===== src/rtl/frame_seq_pkg.sv =====
package frame_seq_pkg;
  typedef enum logic [2:0] {
    FS_IDLE,
    FS_PUSH_LINK,
    FS_PUSH_FP,
    FS_POP_FP,
    FS_POP_LINK,
    FS_FIN
  } fs_state_e;
endpackage


===== src/rtl/frame_ctrl.sv =====
module frame_ctrl
  import frame_seq_pkg::*;
(
  input  logic      clk,
  input  logic      rst_n,
  input  logic      start_call,
  input  logic      start_ret,
  input  logic      mem_ready,
  output fs_state_e state,
  output logic      launch_call,
  output logic      launch_ret,
  output logic      step
);
  fs_state_e state_nxt;

  always_comb begin
    launch_call = (state == FS_IDLE) && start_call;
    launch_ret  = (state == FS_IDLE) && !start_call && start_ret;
    step        = (state != FS_IDLE) && (state != FS_FIN) && mem_ready;
  end

  always_comb begin
    state_nxt = state;
    case (state)
      FS_IDLE: begin
        if (launch_call)     state_nxt = FS_PUSH_LINK;
        else if (launch_ret) state_nxt = FS_POP_FP;
      end
      FS_PUSH_LINK: if (step) state_nxt = FS_PUSH_FP;
      FS_PUSH_FP:   if (step) state_nxt = FS_FIN;
      FS_POP_FP:    if (step) state_nxt = FS_POP_LINK;
      FS_POP_LINK:  if (step) state_nxt = FS_FIN;
      FS_FIN:       state_nxt = FS_IDLE;
      default:      state_nxt = FS_IDLE;
    endcase
  end

  always_ff @(posedge clk or negedge rst_n) begin
    if (!rst_n) state <= FS_IDLE;
    else        state <= state_nxt;
  end
endmodule


===== src/rtl/frame_regs.sv =====
module frame_regs
  import frame_seq_pkg::*;
#(
  parameter int unsigned DW        = 32,
  parameter int unsigned LINK_ABS  = 6,
  parameter int unsigned LINK_REG  = 2
) (
  input  logic          clk,
  input  logic          rst_n,
  input  fs_state_e     state,
  input  logic          launch_call,
  input  logic          launch_ret,
  input  logic          step,
  input  logic          via_reg,
  input  logic [DW-1:0] call_pc,
  input  logic [DW-1:0] target,
  input  logic [DW-1:0] fp_in,
  input  logic [DW-1:0] sp_in,
  input  logic [DW-1:0] mem_rdata,
  output logic [DW-1:0] work_sp,
  output logic [DW-1:0] link_q,
  output logic [DW-1:0] fp_keep,
  output logic [DW-1:0] new_pc,
  output logic [DW-1:0] fp_out,
  output logic [DW-1:0] sp_out
);
  localparam int unsigned BYTES = DW / 8;
  localparam logic [DW-1:0] WSTEP = DW'(BYTES);
  localparam logic [DW-1:0] WSTEP2 = DW'(2 * BYTES);

  logic [DW-1:0] dest_q;

  logic          sp_en, link_en, fpk_en, dest_en, res_en;
  logic [DW-1:0] sp_nxt, link_nxt, fpk_nxt;
  logic [DW-1:0] pc_nxt, fpo_nxt, spo_nxt;

  always_comb begin
    sp_en    = launch_call || launch_ret ||
               (step && (state == FS_PUSH_LINK || state == FS_POP_FP));
    if (launch_call)          sp_nxt = sp_in - WSTEP2;
    else if (launch_ret)      sp_nxt = fp_in;
    else if (state == FS_POP_FP) sp_nxt = work_sp + WSTEP;
    else                      sp_nxt = work_sp - WSTEP;

    link_en  = launch_call;
    link_nxt = call_pc + (via_reg ? DW'(LINK_REG) : DW'(LINK_ABS));

    dest_en  = launch_call;

    fpk_en   = launch_call || (step && state == FS_POP_FP);
    fpk_nxt  = launch_call ? fp_in : mem_rdata;

    res_en   = step && (state == FS_PUSH_FP || state == FS_POP_LINK);
    if (state == FS_PUSH_FP) begin
      pc_nxt  = dest_q;
      fpo_nxt = work_sp;
      spo_nxt = work_sp;
    end else begin
      pc_nxt  = mem_rdata;
      fpo_nxt = fp_keep;
      spo_nxt = work_sp + WSTEP2;
    end
  end

  always_ff @(posedge clk or negedge rst_n) begin
    if (!rst_n) begin
      work_sp <= '0;
      link_q  <= '0;
      fp_keep <= '0;
      dest_q  <= '0;
      new_pc  <= '0;
      fp_out  <= '0;
      sp_out  <= '0;
    end else begin
      if (sp_en)   work_sp <= sp_nxt;
      if (link_en) link_q  <= link_nxt;
      if (fpk_en)  fp_keep <= fpk_nxt;
      if (dest_en) dest_q  <= target;
      if (res_en) begin
        new_pc <= pc_nxt;
        fp_out <= fpo_nxt;
        sp_out <= spo_nxt;
      end
    end
  end
endmodule


===== src/rtl/frame_bus.sv =====
module frame_bus
  import frame_seq_pkg::*;
#(
  parameter int unsigned DW = 32
) (
  input  fs_state_e     state,
  input  logic [DW-1:0] work_sp,
  input  logic [DW-1:0] link_q,
  input  logic [DW-1:0] fp_keep,
  output logic          mem_req,
  output logic          mem_we,
  output logic [DW-1:0] mem_addr,
  output logic [DW-1:0] mem_wdata
);
  always_comb begin
    mem_req   = 1'b0;
    mem_we    = 1'b0;
    mem_addr  = '0;
    mem_wdata = '0;
    case (state)
      FS_PUSH_LINK: begin
        mem_req = 1'b1; mem_we = 1'b1; mem_addr = work_sp; mem_wdata = link_q;
      end
      FS_PUSH_FP: begin
        mem_req = 1'b1; mem_we = 1'b1; mem_addr = work_sp; mem_wdata = fp_keep;
      end
      FS_POP_FP, FS_POP_LINK: begin
        mem_req = 1'b1; mem_addr = work_sp;
      end
      default: ;
    endcase
  end
endmodule


===== src/rtl/frame_seq.sv =====
module frame_seq
  import frame_seq_pkg::*;
#(
  parameter int unsigned DW       = 32,
  parameter int unsigned LINK_ABS = 6,
  parameter int unsigned LINK_REG = 2
) (
  input  logic          clk,
  input  logic          rst_n,
  input  logic          start_call,
  input  logic          start_ret,
  input  logic          via_reg,
  input  logic [DW-1:0] call_pc,
  input  logic [DW-1:0] target,
  input  logic [DW-1:0] fp_in,
  input  logic [DW-1:0] sp_in,
  output logic [DW-1:0] new_pc,
  output logic [DW-1:0] fp_out,
  output logic [DW-1:0] sp_out,
  output logic          done,
  output logic          mem_req,
  output logic          mem_we,
  output logic [DW-1:0] mem_addr,
  output logic [DW-1:0] mem_wdata,
  input  logic [DW-1:0] mem_rdata,
  input  logic          mem_ready
);
  fs_state_e     state;
  logic          launch_call, launch_ret, step;
  logic [DW-1:0] work_sp, link_q, fp_keep;

  frame_ctrl u_ctrl (
    .clk(clk), .rst_n(rst_n), .start_call(start_call), .start_ret(start_ret),
    .mem_ready(mem_ready), .state(state), .launch_call(launch_call),
    .launch_ret(launch_ret), .step(step)
  );

  frame_regs #(.DW(DW), .LINK_ABS(LINK_ABS), .LINK_REG(LINK_REG)) u_regs (
    .clk(clk), .rst_n(rst_n), .state(state), .launch_call(launch_call),
    .launch_ret(launch_ret), .step(step), .via_reg(via_reg), .call_pc(call_pc),
    .target(target), .fp_in(fp_in), .sp_in(sp_in), .mem_rdata(mem_rdata),
    .work_sp(work_sp), .link_q(link_q), .fp_keep(fp_keep),
    .new_pc(new_pc), .fp_out(fp_out), .sp_out(sp_out)
  );

  frame_bus #(.DW(DW)) u_bus (
    .state(state), .work_sp(work_sp), .link_q(link_q), .fp_keep(fp_keep),
    .mem_req(mem_req), .mem_we(mem_we), .mem_addr(mem_addr), .mem_wdata(mem_wdata)
  );

  assign done = (state == FS_FIN);
endmodule


===== config.mk =====
export PLATFORM = sky130hd
export DESIGN_NAME = frame_seq
export DESIGN_NICKNAME = d
export VERILOG_FILES = /design/src/rtl/frame_seq_pkg.sv /design/src/rtl/frame_ctrl.sv /design/src/rtl/frame_regs.sv /design/src/rtl/frame_bus.sv /design/src/rtl/frame_seq.sv
export SDC_FILE = /design/constraint.sdc
export NUM_CORES = 1
export LEC_CHECK = 0
export ABC_AREA = 1
export BUFFER_PORTS_ARGS = -buffer_cell sky130_fd_sc_hd__buf_2
export CAP_MARGIN = 20
export CORE_UTILIZATION = 56
export CTS_CLUSTER_SIZE = 10
export DETAILED_ROUTE_END_ITERATION = 8
export GPL_TIMING_DRIVEN = 0
export PLACE_DENSITY_LB_ADDON = 0.3
export SETUP_SLACK_MARGIN = 0.1
export SYNTH_ARGS = -nofsm -noshare
export SYNTH_HDL_FRONTEND = slang
export SYNTH_HIERARCHICAL = 1
export SYNTH_SLANG_ARGS = --single-unit

===== constraint.sdc =====
create_clock -name clk -period 4.4 [get_ports clk]
set_clock_uncertainty 0.2 [all_clocks]
set_input_delay 0.22 -clock clk [delete_from_list [all_inputs] [get_ports clk]]
set_output_delay 0.22 -clock clk [all_outputs]
set_load 0.005 [all_outputs]

== After elaboration in Yosys (flattened, before gate mapping) ==
Index checks and enable logic that the tools add are counted.

* Input bits: 166
* Output and inout bits: 163
* Flip-flop bits (word level): 227

* Eq/ne operators: 10
* Mux-type cells: 18
* Reductions and logical operators: 20
* $add $sub $neg: 5

{| class="wikitable"
|+ Operator list
! operator !! count
|-
| two-way mux 32 bit || 8
|-
| case mux 32 bit (2 select lines) || 1
|-
| adder 32 x 3 -> 32 bit, second input constant || 1
|-
| adder 32 bit || 1
|-
| adder 32 x 4 -> 32 bit, second input constant || 1
|-
| subtractor 32 x 3 -> 32 bit, second input constant || 1
|-
| subtractor 32 x 4 -> 32 bit, second input constant || 1
|-
| two-way mux 3 bit || 6
|-
| case mux 3 bit (4 select lines) || 1
|-
| logical AND 1 bit || 8
|-
| == test 3 x 2 -> 1 bit, second input constant || 2
|-
| == test 3 bit, second input constant || 2
|-
| logical OR 1 bit || 5
|-
| inequality test 2 bit, second input constant || 2
|-
| AND reduction 4 bit || 1
|-
| OR reduction 2 bit || 2
|-
| OR reduction 4 bit || 1
|-
| == test 3 x 1 -> 1 bit, second input constant || 1
|-
| logical NOT 3 bit || 1
|-
| inequality test 3 x 1 -> 1 bit, second input constant || 1
|-
| inequality test 3 bit, second input constant || 1
|-
| nonzero test 3 bit || 1
|-
| two-way mux 1 bit || 2
|-
| inequality test 2 x 1 -> 1 bit, second input constant || 1
|-
| logical NOT 1 bit || 1
|}

== Logic depth before layout (Yosys ltp) ==
* Word-level depth: 6
* Gate-level depth with buffers: 17
* Mapped depth without buffers: 17

== Cells and area by module ==
The synthesis kept the hierarchy.

{| class="wikitable"
|+ By module, submodules not included
! module !! cells each !! seq. area each (um^2) !! area an instance (um^2) !! instances
|-
| frame_regs || 2,037 || 5,605.4 || 13,950.9 || 1
|-
| frame_bus || 188 || 0.0 || 1,212.4 || 1
|-
| frame_ctrl || 39 || 75.1 || 250.2 || 1
|-
| frame_seq || 2 || 0.0 || 10.0 || 1
|}

== Least setup slack after synthesis ==
OpenSTA, ideal clock, no wires.

* Path type: register to register
* Start point: reg u_ctrl.state[1]
* End point: reg u_regs.work_sp[16]
* Cell stages (with the launch flop): 12
* Library setup time: 0.077 ns
* Data arrival time: 2.987 ns
* Required time: 4.123 ns
* Slack: 1.135 ns
* Cells stage by stage: dfrtp_1 > nand3_1 > ha_1 > nand2_1 > nor2_1 > inv_2 > o21bai_1 > inv_1 > a21o_1 > nand3_1 > nand2_1 > a21oi_1

* Word-level cells in the longest chain between the ends: 5

{| class="wikitable"
|+ Ends and longest elaborated chain
! what !! line !! text
|-
| start: declaration || frame_ctrl.sv:9 || <nowiki>output fs_state_e state,</nowiki>
|-
| start signal: assignment || frame_ctrl.sv:40 || <nowiki>else state <= state_nxt;</nowiki>
|-
| logical NOT 3 bit (tied with other cells) || frame_ctrl.sv:17, frame_ctrl.sv:18 ||
|-
| logical AND 1 bit (on tied branches) (2 in series) || frame_ctrl.sv:18, frame_ctrl.sv:19 ||
|-
| two-way mux 32 bit (tied with other cells) || frame_regs.sv:41 || <nowiki>else if (launch_ret) sp_nxt = fp_in;</nowiki>
|-
| two-way mux 32 bit / logical OR 1 bit (equally long branches) || frame_regs.sv:40, frame_regs.sv:38 ||
|-
| end signal: assignment || frame_regs.sv:75 || <nowiki>if (sp_en) work_sp <= sp_nxt;</nowiki>
|-
| end: declaration || frame_regs.sv:20 || <nowiki>output logic [DW-1:0] work_sp,</nowiki>
|}

Parallel ways exist; a longest one is shown, timed or not.
A chain may end at the register's enable or synchronous reset.

== Worst setup path in the final report ==
* Start point: reg u_ctrl.state[2]
* End point: reg u_regs.work_sp[31]

The elaborated chain is that of the path after synthesis.

==> metrics.md <==
| Metric | Value |
|---|---|
| First-pass GRT wire length | 103000 um |
| Site Rows | 60 |
| Max Freq | ~250 MHz |
| Die Y | 168.0 um |
| Worst slew pin tran | around 0.95 ns |
| Initial antenna violation count | 2 |
| Worst Setup Path Type | reg -> reg |
| Design Power | around 16 mW |
| Peak supply drop | just under 500 uV |
| Core box area | between 20000 and 30000 um^2 |
| Psw | roughly 8.0 mW |
| CTS H-tree lvls | 1 |
| Xor and xnor area share after synthesis | under 10% |
| Yosys warnings | 6 |
| Final ANT Viol Nets | 0 |
| Max Root-Sink Buffers | 3 |
| Status | completed |
| Commonest non-fill, non-tap cell in the layout | nand2_1 |
| Clock-pin slew on the worst setup and hold paths | approximately 0.06 ns |
| Die width | around 170 um |
| Router iterations before antenna repair | 7 |
| Setup violations, final | 0 |
| Vias in the first global route | 18180 |
| Antenna Cells | 0 |
| DR top layer | met5 |
| Fin crit period | 3.998 ns |
| TritonCTS Sinks | 227 |
| I/O pins | between 300 and 400 |
| RSZ-0062 raised after global routing | no |
| Hold Path Class | in -> reg |
| Drt wl/cell | between 20 and 25 um |
| Int Power | 7.733 mW |
| Hold Crit Depth | 6 |
| Post-synthesis compound-gate area fraction | approximately 15% |
| Rel. slew slack | approximately 37% |
| CTS tree | done |
| Detailed-route via count | around 19000 |
| Cell Area, Placed | roughly 18000 um^2 |
| Worst hold margin | approximately 0.029 ns |
| Total grt overflow | 0 |
| Most frequent cells in the layout | nand2_1, buf_2, nor2_1, inv_1, dfrtp_1 |
| Routed met3 length | approximately 9400 um |
| Crit-path max FO | 23 |
| Initial DRC Count | about 2900 |
| Count of state elements after synthesis | around 230 |
| Total GRT Usage | 48.33% |
| Die area | approximately 28000 um^2 |
| Largest net degree at the start of global routing | around 120 |
| Post-CTS setup buffer count | 0 |
| Sw Ratio | roughly 51% |
| I/O Buffers | approximately 330 |
| Metal1 wirelength | approximately 25000 um |
| Met2 wire length | 29110 um |
| Syn avg cell area | about 6.8 um^2 |
| Clk pwr share | 13.5% |
| DRC viols | 0 |
| Pleak | ~10 nW |
| Cells on worst reg2reg path | 16 |
| Final Hold Viols | 0 |
| WP data arrival | ~4.3 ns |
| Hold path start | sp_in[26] |
| Post-detail-place hpwl | 48270 um |
| Crit. End Element | flop |
| Area grow syn2layout | 31.55% |
| Slew Viols, Final | 0 |
| Reg power frac | 28.1% |
| Synth Area in Adders | 2.856% |
| Root buffer cell | clkbuf_16 |
| # nets final | slightly above 3000 |
| Mux contribution to synthesized area | 0% |
| Critical Path Start Type | flop |
| Worst Path Required | 4.71 ns |
| Worst Hold Path EP | u_regs/work_sp[26] |
| Num CTS Buffers | 28 |
| Seq/Total Area, Yosys | a little under two fifths |
| Final worst-path cycle share | about nine tenths |
| Maxcap violations | 0 |
| GPL Wtd Cong | roughly 1.0 |
| Fraction of layout cells with a size suffix above 1 | between 10% and 20% |
| Combinational power share | slightly below 60% |
| Simple-gate share of the synthesized area | between 30% and 40% |
| Vias/cell | 6.034 |
| Initial Util | between 50 and 60% |
| Skew-Pair Late Insertion Delay | 0.57 ns |
| RR Startpoint | u_ctrl/state[2] |
| RR Endpoint | u_regs/work_sp[31] |
| Cell area after layout | a little over 20000 um^2 |
| FF-to-FF setup slack | 0.40 ns |
| Post-Syn Nets | ~2500 |
| Mapped cell area | approximately 15000 um^2 |
| Yosys cell types | 48 |
| Largest family of logic cells by synthesized area | simple AND/OR/NAND/NOR gates |
| Synthesized instance count | around 2300 |
| Pwr Density | between 700 and 800 nW/um^2 |
| Final wirelength | approximately 69000 um |
## worst max path at each step
stage,endpoint,start,slack (ns)
2_1_floorplan,u_regs/work_sp[16],u_ctrl/state[1],1.14
3_3_place_gp,u_regs/new_pc[29],rst_n,-0.99
3_5_place_dp,u_regs/work_sp[31],u_ctrl/state[1],0.84
4_1_cts,u_regs/work_sp[31],u_ctrl/state[1],0.27
5_1_grt,u_regs/work_sp[31],u_ctrl/state[2],0.19
6_report,u_regs/work_sp[31],u_ctrl/state[2],0.40
## stage by stage
stage | instances | utilization (%) | setup TNS (ns) | setup slack, ns
5_1_grt | 3171 | 75.28 | 0 | 0.1902
4_1_cts | 3171 | 75.28 | 0 | 0.2665
2_1_floorplan | 2266 | - | 0 | 1.135
6_report | 3171 | 75.28 | 0 | 0.4025
3_3_place_gp | 2935 | 64.90 | -220.84 | -0.9913
3_5_place_dp | 2937 | 65.10 | 0 | 0.8350
## cells in the mapped netlist, drive strengths merged
| library cell | n | area (um^2) |
|---|---|---|
| ha | 32 | 400.4 |
| clkbuf | 57 | 214.0 |
| dfrtp | 227 | 5680 |
| a21oi | 236 | 1294 |
| a21o | 4 | 30.03 |
| or2 | 1 | 6.260 |
| xnor2 | 24 | 210.2 |
| o21bai | 7 | 52.55 |
| nand2 | 719 | 2724 |
| buf | 50 | 312.8 |
| a211oi | 1 | 7.510 |
| clkinv | 2 | 7.510 |
| o21ai | 107 | 659.4 |
| nand3b | 2 | 27.53 |
| o211ai | 3 | 22.52 |
| nor3b | 3 | 27.52 |
| o31ai | 2 | 15.01 |
| xor2 | 45 | 394.1 |
| and2 | 1 | 6.260 |
| nand4 | 62 | 402.9 |
| inv | 260 | 975.9 |
| nor4 | 7 | 50.05 |
| and3 | 1 | 6.260 |
| o22ai | 5 | 31.28 |
| a31oi | 31 | 193.9 |
| nand3 | 96 | 490.5 |
| nor3 | 20 | 121.4 |
| fa | 2 | 40.04 |
| nor2 | 259 | 1020 |
## per-layer routing
metal | track usage [%] | up-vias
met5 | 0 | -
met4 | 33.39 | 4
met3 | 13.75 | 403
met2 | 72.74 | 1652
met1 | 60.21 | 8720
li1 | - | 8354
## cells by family after synthesis
logic type / count (synthesis)
AO/OA/AOI/OAI: 396
XOR/XNOR: 69
adder cells (fa/ha/maj): 34
buffers and inverters: 369
flip-flops: 227
AND/OR/NAND/NOR: 1171
## critical path: stages, from the launching register on
cell and delay [ns]:
dfrtp_1 0.53, inv_1 0.17, nand3_1 0.35, buf_8 0.31, ha_1 0.40, nand2_1 0.14
nor2_1 0.24, and2_1 0.17, nand2_1 0.06, nand2_1 0.19, nand2_1 0.10, nand2_1 0.08
nand2_1 0.05, nand3_1 0.19, nand2_1 0.11, a21oi_1 0.13, dlygate4sd3_1 0.56
## power groups by stage
stage	logic, mW	clock network, mW	registers, mW
finish	9.17	2.13	4.42
global route	9.94	2.20	4.44
CTS	8.73	2.10	4.27
detailed placement	8.13	0	4.29
global placement	7.94	0	4.25
floorplan	5.36	0	3.82
## state kept, by name (all words and copies together), names as in the netlist
signal / count
u_regs/sp_out: 32
u_regs/dest_q: 32
u_regs/fp_out: 32
u_regs/link_q: 32
u_regs/new_pc: 32
u_ctrl/state: 3
u_regs/work_sp: 32
u_regs/fp_keep: 32
## what timing repair did
action                                  4_1_cts  5_1_grt
gates resized for setup                       0        1
hold buffers                                193        0
endpoints found under the setup margin        0        5
hold endpoints to repair                    273        0
## final cells by class
class,count,area (um^2)
plain buffers,107,526.8
clock buffers,37,764.5
clock inverters,4,47.55
fillers,2028,6661
inverters,262,983.4
multi-input cells,1670,8233
flip-flops and latches,227,5682
well taps,341,426.7
repair buffers,523,3626
Power figures use the tool's default switching activity.
